File: src/rtl/squash_pipe_pkg.sv
package squash_pipe_pkg;
  parameter int unsigned PC_W       = 16;
  parameter int unsigned TAG_W      = 8;
  parameter int unsigned INSN_BYTES = 4;
  parameter int unsigned N_STAGES   = 5;

  typedef enum logic [1:0] {
    K_OP   = 2'b00,
    K_JUMP = 2'b01,
    K_COND = 2'b10,
    K_OP2  = 2'b11
  } kind_e;

  typedef struct packed {
    logic             valid;
    logic [PC_W-1:0]  pc;
    kind_e            kind;
    logic [PC_W-1:0]  target;
    logic [TAG_W-1:0] tag;
  } token_t;
endpackage

File: src/rtl/squash_stage_reg.sv
module squash_stage_reg
  import squash_pipe_pkg::*;
(
  input  logic   clk,
  input  logic   rst,
  input  logic   kill,
  input  token_t d,
  output token_t q
);
  always_ff @(posedge clk) begin
    if (rst) begin
      q <= '0;
    end else begin
      q       <= d;
      q.valid <= d.valid & ~kill;
    end
  end
endmodule

File: src/rtl/squash_redirect.sv
module squash_redirect
  import squash_pipe_pkg::*;
(
  input  token_t          id_tok,
  input  token_t          ex_tok,
  input  logic            ex_taken,
  output logic            ex_redir,
  output logic            id_redir,
  output logic            any_redir,
  output logic [PC_W-1:0] redir_pc
);
  always_comb begin
    ex_redir  = ex_tok.valid && (ex_tok.kind == K_COND) && ex_taken;
    id_redir  = id_tok.valid && (id_tok.kind == K_JUMP);
    any_redir = ex_redir || id_redir;
    // the older token wins
    redir_pc  = ex_redir ? ex_tok.target : id_tok.target;
  end
endmodule

File: src/rtl/squash_pc_gen.sv
module squash_pc_gen
  import squash_pipe_pkg::*;
(
  input  logic            clk,
  input  logic            rst,
  input  logic            redir,
  input  logic [PC_W-1:0] redir_pc,
  output logic [PC_W-1:0] pc
);
  localparam logic [PC_W-1:0] STEP = PC_W'(INSN_BYTES);

  always_ff @(posedge clk) begin
    if (rst)        pc <= '0;
    else if (redir) pc <= redir_pc;
    else            pc <= pc + STEP;
  end
endmodule

File: src/rtl/squash_pipe_ctrl.sv
module squash_pipe_ctrl
  import squash_pipe_pkg::*;
(
  input  logic             clk,
  input  logic             rst,
  output logic [PC_W-1:0]  if_pc,
  input  logic [1:0]       if_kind,
  input  logic [PC_W-1:0]  if_target,
  input  logic [TAG_W-1:0] if_tag,
  input  logic             ex_taken,
  output logic             mem_valid,
  output logic             wb_valid,
  output logic [PC_W-1:0]  wb_pc,
  output logic [TAG_W-1:0] wb_tag
);
  localparam int unsigned S_IF  = 0;
  localparam int unsigned S_ID  = 1;
  localparam int unsigned S_EX  = 2;
  localparam int unsigned S_MEM = 3;
  localparam int unsigned S_WB  = N_STAGES - 1;

  token_t [N_STAGES-1:0] stg;
  logic   [N_STAGES-1:0] kill;
  logic                  ex_redir, id_redir, any_redir;
  logic   [PC_W-1:0]     redir_pc;

  // probes for the bound checker
  logic                  id_vld, ex_vld;
  logic   [PC_W-1:0]     id_tgt, ex_tgt, mem_pc;

  squash_pc_gen u_pc (
    .clk(clk), .rst(rst), .redir(any_redir), .redir_pc(redir_pc), .pc(if_pc)
  );

  always_comb begin
    stg[S_IF].valid  = 1'b1;
    stg[S_IF].pc     = if_pc;
    stg[S_IF].kind   = kind_e'(if_kind);
    stg[S_IF].target = if_target;
    stg[S_IF].tag    = if_tag;
  end

  squash_redirect u_redir (
    .id_tok(stg[S_ID]), .ex_tok(stg[S_EX]), .ex_taken(ex_taken),
    .ex_redir(ex_redir), .id_redir(id_redir), .any_redir(any_redir),
    .redir_pc(redir_pc)
  );

  // kill[i] clears the valid flag of the token entering stage i
  always_comb begin
    kill        = '0;
    kill[S_ID]  = any_redir;
    kill[S_EX]  = ex_redir;
  end

  for (genvar i = 1; i < N_STAGES; i++) begin : g_stage
    squash_stage_reg u_reg (
      .clk(clk), .rst(rst), .kill(kill[i]), .d(stg[i-1]), .q(stg[i])
    );
  end

  assign mem_valid = stg[S_MEM].valid;
  assign wb_valid  = stg[S_WB].valid;
  assign wb_pc     = stg[S_WB].pc;
  assign wb_tag    = stg[S_WB].tag;

  assign id_vld = stg[S_ID].valid;
  assign ex_vld = stg[S_EX].valid;
  assign id_tgt = stg[S_ID].target;
  assign ex_tgt = stg[S_EX].target;
  assign mem_pc = stg[S_MEM].pc;
endmodule

File: config.mk
export PLATFORM = sky130hd
export DESIGN_NAME = squash_pipe_ctrl
export DESIGN_NICKNAME = d
export VERILOG_FILES = /design/src/rtl/squash_pipe_pkg.sv /design/src/rtl/squash_stage_reg.sv /design/src/rtl/squash_redirect.sv /design/src/rtl/squash_pc_gen.sv /design/src/rtl/squash_pipe_ctrl.sv
export SDC_FILE = /design/constraint.sdc
export NUM_CORES = 1
export LEC_CHECK = 0
export BUFFER_PORTS_ARGS = -buffer_cell sky130_fd_sc_hd__clkbuf_2
export CAP_MARGIN = 5
export CELL_PAD_IN_SITES_DETAIL_PLACEMENT = 1
export CELL_PAD_IN_SITES_GLOBAL_PLACEMENT = 1
export CORE_UTILIZATION = 35
export CTS_CLUSTER_DIAMETER = 80
export DETAILED_ROUTE_END_ITERATION = 10
export HOLD_SLACK_MARGIN = 0.15
export PLACE_DENSITY = 0.68
export SLEW_MARGIN = 20
export SYNTH_ARGS = -nofsm -noshare
export SYNTH_HDL_FRONTEND = slang
export SYNTH_SLANG_ARGS = --single-unit
File: constraint.sdc
create_clock -name clk -period 2.4 [get_ports clk]
set_clock_uncertainty 0.2 [all_clocks]
set_input_delay 0 -clock clk [delete_from_list [all_inputs] [get_ports clk]]
set_output_delay 0 -clock clk [all_outputs]
set_load 0.01 [all_outputs]
Word level (Yosys, flattened, before mapping)
Index checks and enable logic that the tools add are counted.
{"block": "totals", "ff_bits": 152, "latchBits": 0, "ramBits": 0, "mem_bits_ro": 0, "elab_cells": 29, "n_memories": 0}
{"block": "op_classes", "add_sub_neg": 1, "n_mul": 0, "n_div": 0, "order_cmp": 0, "n_eq_ne": 2, "shifts": 0, "n_mux": 2, "bitwise": 3, "n_reduce_logical": 4}
{"cell": "two-way mux 16 bit", "n": 2}
{"cell": "adder 16 x 3 -> 16 bit, second input constant", "n": 1}
{"cell": "logical AND 1 bit", "n": 3}
{"cell": "== test 2 x 1 -> 1 bit, second input constant", "n": 1}
{"cell": "== test 2 bit, second input constant", "n": 1}
{"cell": "inverter 1 bit", "n": 2}
{"cell": "AND 1 bit", "n": 1}
{"cell": "logical OR 1 bit", "n": 1}

Depth between registers and ports, before layout
Gate-level depths: netlist of the first run.
{"block": "depth", "ltp_word": 5, "mapped_depth": 5, "ltp_nobuf": 5}

By module
A second synthesis of the first run with hierarchy kept.
{"block": "hier_totals", "cells_unflattened": 482, "area_unflattened_um2": 5851.9}
{"mod": "squash_stage_reg", "instances": 4, "cells_per_inst": 90, "area_each_um2": 1181.1, "seq_area_each_um2": 860.8}
{"mod": "squash_pc_gen", "instances": 1, "cells_per_inst": 98, "area_each_um2": 858.3, "seq_area_each_um2": 320.3}
{"mod": "squash_redirect", "instances": 1, "cells_per_inst": 22, "area_each_um2": 261.5, "seq_area_each_um2": 0.0}
{"mod": "squash_pipe_ctrl", "instances": 1, "cells_per_inst": 2, "area_each_um2": 7.5, "seq_area_each_um2": 0.0}

Worst setup path after synthesis of the first run
No wires, ideal clock.
{"block": "synth_path", "path_type": "register to register", "startpoint": "register u_pc.pc[4]", "endpoint": "register u_pc.pc[15]", "setup_time_ns": 0.132, "arrival_ns": 1.398, "slack_ns": 0.671, "path_stages_with_launch": 5, "path_cell_list": "dfxtp_1 -> nand4_2 -> or4b_1 -> xor2_1 -> o22ai_2"}
{"block": "synth_between", "elab_chain_cells": 2}
{"element": "from (decl)", "line_no": "squash_pc_gen.sv:8", "text": "output logic [PC_W-1:0] pc"}
{"element": "from (signal assigned)", "line_no": "squash_pc_gen.sv:14", "text": "else if (redir) pc <= redir_pc;"}
{"element": "from (signal assigned)", "line_no": "squash_pc_gen.sv:15", "text": "else pc <= pc + STEP;"}
{"element": "adder 16 x 3 -> 16 bit", "line_no": "squash_pc_gen.sv:15"}
{"element": "two-way mux 16 bit", "line_no": "squash_pc_gen.sv:14"}
Every way passes these cells.
A chain may end at the register's enable or synchronous reset.

Final worst setup path of the first run
{"block": "layout_path", "startpoint": "register g_stage[2].u_reg.q[24] (netlist name)", "endpoint": "register u_pc.pc[13]"}
{"block": "layout_between", "elab_chain_cells": 5, "elab_cells_between_ends": 6, "cone_classes": "1 x eq/ne; 2 x mux; 3 x reduce/logical"}
{"element": "from (decl)", "line_no": "squash_stage_reg.sv:8", "text": "output token_t q"}
{"element": "== test 2 bit *", "line_no": "squash_redirect.sv:13", "text": "ex_redir = ex_tok.valid && (ex_tok.kind == K_COND) && ex_taken;"}
{"element": "logical AND 1 bit * (2 in a row)", "line_no": "squash_redirect.sv:13"}
{"element": "two-way mux 16 bit / logical OR 1 bit (equally long branches)", "line_no": "squash_redirect.sv:17, squash_redirect.sv:15"}
{"element": "two-way mux 16 bit *", "line_no": "squash_pc_gen.sv:14"}
Mark *: on every way between the ends. The rest lies on a longest branch, timed or not.

==> results of run 1 <==
-- per-stage QoR --
stage | utilization, % | total power [mW]
5_1_grt | 51.1 | 5.89
3_5_place_dp | 40.1 | 2.88
6_report | 51.1 | 5.65
2_1_floorplan | - | 2.80
3_3_place_gp | 40.1 | 2.87
4_1_cts | 51.1 | 5.72
-- cell type report --
class	instances	share of cell area (%)
multi-input cells	225	21.9
clock inverters	13	2.60
flip-flops and latches	152	47.2
repair buffers	148	17.7
inverters	4	0.233
clock buffers	19	7.03
well taps	172	3.34
-- cell families (layout without fill, tap and decap cells) --
family,Yosys count,in the layout,share of synthesized area [%]
compound gates,29,29,4.47
xor+xnor,10,10,1.93
fa+ha+maj,1,1,0.276
buf+inv,23,184,1.90
flops,152,152,67.0
simple gates,185,185,24.4
-- synthesized netlist by cell type, drive strengths merged, types with 2 or more instances --
library cell  instances  area [um2]
nor2                 12        45.0
and3                  3        18.8
inv                   4        15.0
o22ai                 8        56.3
xor2                  4        35.0
nand3                 6        30.0
nor2b               133         832
dfxtp               152        3040
a311oi                5        43.8
nand4                 3        25.0
xnor2                 6        52.6
nor3                  3        15.0
a21oi                 4        20.0
clkbuf               18        67.6
o32ai                 2        17.5
a22oi                 4        30.0
nand2                14        52.6
and4                  2        17.5
o21ai                 4        20.0
-- worst register-to-register path: cells and delay by family, from the launching register on --
family,cells,cell delay [ns]
AND/OR/NAND/NOR,2,1.02
flip-flops,1,0.30
AO/OA/AOI/OAI,2,0.28
-- registers in the layout, indices dropped and copies added, names as in the netlist --
signal,count
u_pc.pc,16
g_stage.u_reg.q,136
-- per-layer routing --
layer	vias to the layer above	GRT usage, %	share of wire, %
met2	59	26.9	52
met5	-	0	0
li1	1583	-	-
met4	0	7.61	2.0
met3	12	6.69	4.3
met1	1420	16.2	42
-- worst min path at each step --
stage                                           start                                 to  slack (ns)  cells after the start
finish              g_stage[2].u_reg.q[40]$_SDFF_PP0_  g_stage[3].u_reg.q[40]$_SDFF_PP0_        0.23                      1
global placement                        if_target[10]  g_stage[1].u_reg.q[18]$_SDFF_PP0_        0.01                      2
CTS                  g_stage[1].u_reg.q[4]$_SDFF_PP0_   g_stage[2].u_reg.q[4]$_SDFF_PP0_        0.23                      1
detailed placement                       if_target[2]  g_stage[1].u_reg.q[10]$_SDFF_PP0_        0.02                      2
floorplan                                         rst  g_stage[2].u_reg.q[17]$_SDFF_PP0_       -0.12                      1
global route        g_stage[3].u_reg.q[28]$_SDFF_PP0_  g_stage[4].u_reg.q[28]$_SDFF_PP0_        0.25                      1
-- report_power, final --
part	total, mW	switching, mW	internal, mW	leakage, nW
logic	0.286	0.120	0.166	1.15
registers	2.64	0.0409	2.60	1.24
clock network	2.72	1.02	1.70	0.300
total	5.65	1.18	4.47	2.69
-- timing repair --
action | in CTS | in global routing
hold buffers | 76 | 0
endpoints found under the hold margin | 143 | 0
endpoints found under the setup margin | 0 | 0
==> flow_summary.toml, run 1 <==
[outcome]
outcome = "completed"

[drt]
via_per_inst = 4.19
drc_errors = 0
drtPass1Iterations = 4
drtIter0Drc = 94
vias = 3074
finalWirelength_mm = 9.32
detail-route-antenna-nets = 0
wl_per_cell_um = 12.7

[finish]
fillers = 1379
final_cell_mix = "dfxtp_1, nor2b_1, dlygate4sd3_1"
stdcell_area_mm2 = 0.00644
diodes = 0
multi_input_area_mm2 = 0.00141
area_growth_pct = 42.0
layout.nets = 578
layout-drive-gt1-share_pct = 18.9
stdcell_count = 733
seq_area_mm2 = 0.00304
layout_commonest_cell = "dfxtp_1"

[worst_setup_path]
cp_slowest_cell = "nand4b_1"
worstPathRequired_ns = 2.48
crit_path_max_incr_delay_ns = 0.59
crit_end = "u_pc.pc[13]$_SDFF_PP0_"
cp-end-kind = "flop"
path_delay_family = "simple AND/OR/NAND/NOR gates"
reg2reg_to = "u_pc.pc[13]$_SDFF_PP0_"
rrSetupSlack_ns = 0.48
worstSetupStartpointType = "flop"
worstPathBufferInverterCount = 0
cp.arrival_ns = 2.00
worst-setup-path-type = "flop to flop"
regToRegStartpoint = "g_stage[2].u_reg.q[24]$_SDFF_PP0_"
path_cells = "nand4b_1 -> and3_1 -> a21oi_1 -> o22ai_1"
crit_path_max_fanout = 16
crit_start = "g_stage[2].u_reg.q[24]$_SDFF_PP0_"
crit_cells = 4
rr_worst_depth = 4

[logic_synthesis]
syn_area_per_cell_um2 = 11.3
ys.flop_type = "dfxtp_1"
async_flop_share_pct = 0
synth-edff-count = 0
netlist_area_mm2 = 0.00454
syn-num-nets = 430
seq_area_frac_synth_pct = 67.0
synthCells = 400
synth-seq-cells = 152
ys_types = 35
yosysWarnings = 0

[clocking]
clock_latency_ns = 0.42
clk_pin_slew_ns = 0.06
clockBufferDepth = 2
cts_made_buffers = 17
numClockSinks = 152
cts.root.buffer_cell = "clkbuf_16"
cts_resized = 0
cts_tree = "yes"
postCtsSetupBuffers = 0
htree_levels = 4

[sta]
whs_ns = 0.233
period_needed_ns = 1.92
slew_viol_final = 0
fin_setup_tns_ns = 0
fin_crit_sh_pct = 80.0
clock.fmax_mhz = 521
finalSetupViolCount = 0
slew_headroom_pct = 56.6
grt_setup_unrepaired = "false"
fin_ws_ns = 0.481
final_hold_viol_count = 0
worstMarginPinSlew_ns = 0.648

[global_route]
track_usage_pct = 15.6
antenna_found_initial = 0
globalRouteOverflowTotal = 0
grt_max_degree = 83
grt_pass1_vias = 3157
grt_first_pass_wirelength_mm = 15.4

[die]
initial_core_util_pct = 36.0
fp.coreArea_mm2 = 0.0126
fp.dieW_um = 116
die_h_um = 116
die_area_mm2 = 0.0134
row_count = 41
ios = 71

[power_and_ir_drop]
pwr_density_cell_mw_per_mm2 = 877
leakagePower_nw = 2.69
ir_drop_mv = 0.481

[place]
gp_congestion = 0.768
dp.cells = 625
dp_slack_ns = 0.519
dpl_cell_area_mm2 = 0.00506
dp.final_hpwl_mm = 5.22
port_buffers = 70

[worst_hold_path]
hp-class = "flop to flop"

[run]
max_cap_viol_count = 0
Power figures use the tool's default switching activity.
==> inputs of run 2 (changes only) <==
--- a/config.mk
+++ b/config.mk
@@ -13,7 +13,7 @@
 export CTS_CLUSTER_DIAMETER = 80
 export DETAILED_ROUTE_END_ITERATION = 10
 export HOLD_SLACK_MARGIN = 0.15
-export PLACE_DENSITY = 0.68
+export PLACE_DENSITY = 0.7
 export SLEW_MARGIN = 20
 export SYNTH_ARGS = -nofsm -noshare
 export SYNTH_HDL_FRONTEND = slang
==> constraint.sdc (replaced) <==
create_clock -name clk -period 1.71 [get_ports clk]
set_clock_uncertainty 0.2 [all_clocks]
set_input_delay 0 -clock clk [delete_from_list [all_inputs] [get_ports clk]]
set_output_delay 0 -clock clk [all_outputs]
set_load 0.01 [all_outputs]
==> run 2 against run 1 <==
The flow now stops in clock tree synthesis (4_1_cts). Synthesized cell count is the same. Area after synthesis unchanged.
==> flow_summary.toml, run 2 <==
[clocking]
cts_resized = 0
postCtsSetupBuffers = 0
cts.root.buffer_cell = "clkbuf_16"
htree_levels = 4
postCtsHoldBufs = 135
cts_made_buffers = 17
clockBufferDepth = 2
numClockSinks = 152

[die]
fp.dieW_um = 116
die_h_um = 116
initial_core_util_pct = 36.0
row_count = 41
ios = 71

[logic_synthesis]
syn-num-nets = 430
post-synth-top-count-cell = "dfxtp_1"
netlist_area_mm2 = 0.00454
syn_area_per_cell_um2 = 11.3
synth_top_cell_by_area = "dfxtp_1"
netlist_top_cells_count = "dfxtp_1, nor2b_1, clkbuf_1, nand2_1, nor2_1"
synth-edff-count = 0
netlist.area_leader.share_pct = 67.0
synth-seq-cells = 152
ys.flop_type = "dfxtp_1"
async_flop_share_pct = 0
ys_types = 35
seq_area_frac_synth_pct = 67.0
synthCells = 400
synth.top_cells.by_area = "dfxtp_1, nor2b_1, clkbuf_1, nand2_1, xnor2_1"
yosysWarnings = 0

[outcome]
outcome = "aborted with a tool error"
haltStage = "clock tree synthesis (4_1_cts)"
error = "[ERROR RSZ-0060] Max buffer count reached."

[place]
dp.final_hpwl_mm = 5.59
port_buffers = 70
gp_congestion = 0.783
[run 2: cell counts after synthesis]
No cell type changed its count.
[run 2: metrics by stage]
step	area [um2]	utilization (%)	cells	setup slack, ns
2_1_floorplan	4540	-	400	0.0181
3_3_place_gp	5180	41.0	640	0.0967
3_5_place_dp	5180	41.0	640	0.0322
[run 2: logic make-up after synthesis]
logic type | count (synthesis) | synth area share [%]
xor+xnor | 10 | 1.93
fa+ha+maj | 1 | 0.276
compound gates | 29 | 4.47
buf+inv | 23 | 1.90
simple gates | 185 | 24.4
flops | 152 | 67.0
==> inputs of run 3 (changes only) <==
--- a/config.mk
+++ b/config.mk
@@ -7,13 +7,9 @@
 export LEC_CHECK = 0
 export BUFFER_PORTS_ARGS = -buffer_cell sky130_fd_sc_hd__clkbuf_2
 export CAP_MARGIN = 5
-export CELL_PAD_IN_SITES_DETAIL_PLACEMENT = 1
-export CELL_PAD_IN_SITES_GLOBAL_PLACEMENT = 1
-export CORE_UTILIZATION = 35
-export CTS_CLUSTER_DIAMETER = 80
+export CORE_UTILIZATION = 20
 export DETAILED_ROUTE_END_ITERATION = 10
-export HOLD_SLACK_MARGIN = 0.15
-export PLACE_DENSITY = 0.7
+export PLACE_DENSITY_LB_ADDON = 0.15
 export SLEW_MARGIN = 20
 export SYNTH_ARGS = -nofsm -noshare
 export SYNTH_HDL_FRONTEND = slang
==> constraint.sdc (replaced) <==
create_clock -name clk -period 2.2 [get_ports clk]
set_clock_uncertainty 0.2 [all_clocks]
set_input_delay 0 -clock clk [delete_from_list [all_inputs] [get_ports clk]]
set_output_delay 0 -clock clk [all_outputs]
set_load 0.01 [all_outputs]
==> run 3 against run 2 <==
The flow now finishes, with violations (design-rule violations).
==> flow_summary.toml, run 3 (synthesis results as in run 1) <==
[worst_setup_path]
cp-end-kind = "flop"
rr_worst_depth = 4
worstSetupStartpointType = "flop"
worst-setup-path-type = "flop to flop"
cp.arrival_ns = 1.91
worstPathRequired_ns = 2.30
crit_path_max_fanout = 8

[global_route]
track_usage_pct = 8.45
grt_pass1_vias = 2887
grt_max_degree = 62
globalRouteOverflowTotal = 0
antenna_found_initial = 0
grt_first_pass_wirelength_mm = 15.0

[power_and_ir_drop]
leakagePower_nw = 2.50
pwr_density_cell_mw_per_mm2 = 964
ir_drop_mv = 0.354

[die]
fp.coreArea_mm2 = 0.0220
die_area_mm2 = 0.0233
row_count = 54
initial_core_util_pct = 20.6
ios = 71
die_h_um = 153
fp.dieW_um = 153

[drt]
detail-route-antenna-nets = 0
drtIter0Drc = 155
drtPass1Iterations = 9
finalWirelength_mm = 8.95
drc_errors = 1
via_per_inst = 3.53
vias = 2847
wl_per_cell_um = 11.1

[sta]
final_hold_viol_count = 0
worstMarginPinSlew_ns = 0.482
fin_setup_tns_ns = 0
slew_headroom_pct = 67.7
grt_setup_unrepaired = "false"
finalSetupViolCount = 0
fin_crit_sh_pct = 82.3
period_needed_ns = 1.81
clock.fmax_mhz = 552
slew_viol_final = 0

[finish]
top_register = "g_stage.u_reg.q"
final_cell_mix = "dfxtp_1, nor2b_1, clkbuf_2"
layout.nets = 543
diodes = 0
layout_commonest_cell = "dfxtp_1"
top_regs = "g_stage.u_reg.q x136, u_pc.pc x16"
largest_reg_flops = 136
final_core_utilization_pct = 28.1
layout-drive-gt1-share_pct = 20.5
area_growth_pct = 36.5

[clocking]
cts_made_buffers = 17
numClockSinks = 152
clock_latency_ns = 0.42
htree_levels = 4
postCtsSetupBuffers = 0
cts.root.buffer_cell = "clkbuf_16"
clockBufferDepth = 2
cts_tree = "yes"
clk_pin_slew_ns = 0.06

[worst_hold_path]
holdPathStages = 3
hp-class = "input pin to flop"

[outcome]
violations = "design-rule violations"
outcome = "finished with violations"

[run]
max_cap_viol_count = 0

[place]
dp.final_hpwl_mm = 5.90
gp_congestion = 0.754
port_buffers = 70
run 3: worst paths after layout:
check	from	end	slack (ns)
hold / removal	if_target[13]	g_stage[1].u_reg.q[21]$_SDFF_PP0_	0.14
hold reg to reg	g_stage[3].u_reg.q[0]$_SDFF_PP0_	g_stage[4].u_reg.q[0]$_SDFF_PP0_	0.23
setup / recovery	u_pc.pc[4]$_SDFF_PP0_	u_pc.pc[15]$_SDFF_PP0_	0.39
setup reg to reg	u_pc.pc[4]$_SDFF_PP0_	u_pc.pc[15]$_SDFF_PP0_	0.39
run 3: area by class of cell:
cell class,count,area [um2]
clock buffers,21,460
clock inverters,11,123
fillers,2338,15800
inverters,4,15.0
multi-input cells,225,1410
flip-flops and latches,152,3040
well taps,280,350
repair buffers,113,793
run 3: metrics by stage:
stage	instances	worst slack (ns)	power, mW	hold WS, ns	cell area, um2
after global routing	806	0.260	6.24	0.148	6190
after global placement	737	0.418	3.16	0.0170	5240
after CTS	806	0.388	6.09	0.120	6190
after detailed placement	737	0.390	3.16	0.0120	5240
after floorplan	400	0.471	3.06	-0.117	4540
final	806	0.389	5.97	0.136	6190
run 3: metal layers:
metal  track usage (%)  vias to the layer above  wire length, um
met5                 0                        -                0
met4              4.67                        0              193
met3              4.47                       13              715
met2              11.5                       66             3560
met1              10.5                     1256             4480
li1                  -                     1512                -
run 3: timing repair:
action	in CTS	in global routing
endpoints found under the hold margin	47	0
gates resized for setup	0	0
hold buffers	37	0
run 3: report_power, final:
group / switching [mW] / internal, mW
combinational: 0.121 / 0.141
clock: 1.11 / 1.73
sequential: 0.0425 / 2.84
run 3: worst max-delay path, cell delays in order (launching register included):
cell,delay [ns]
dfxtp_1,0.46
nand4_2,0.20
or4b_1,0.56
xor2_1,0.18
o22ai_2,0.09
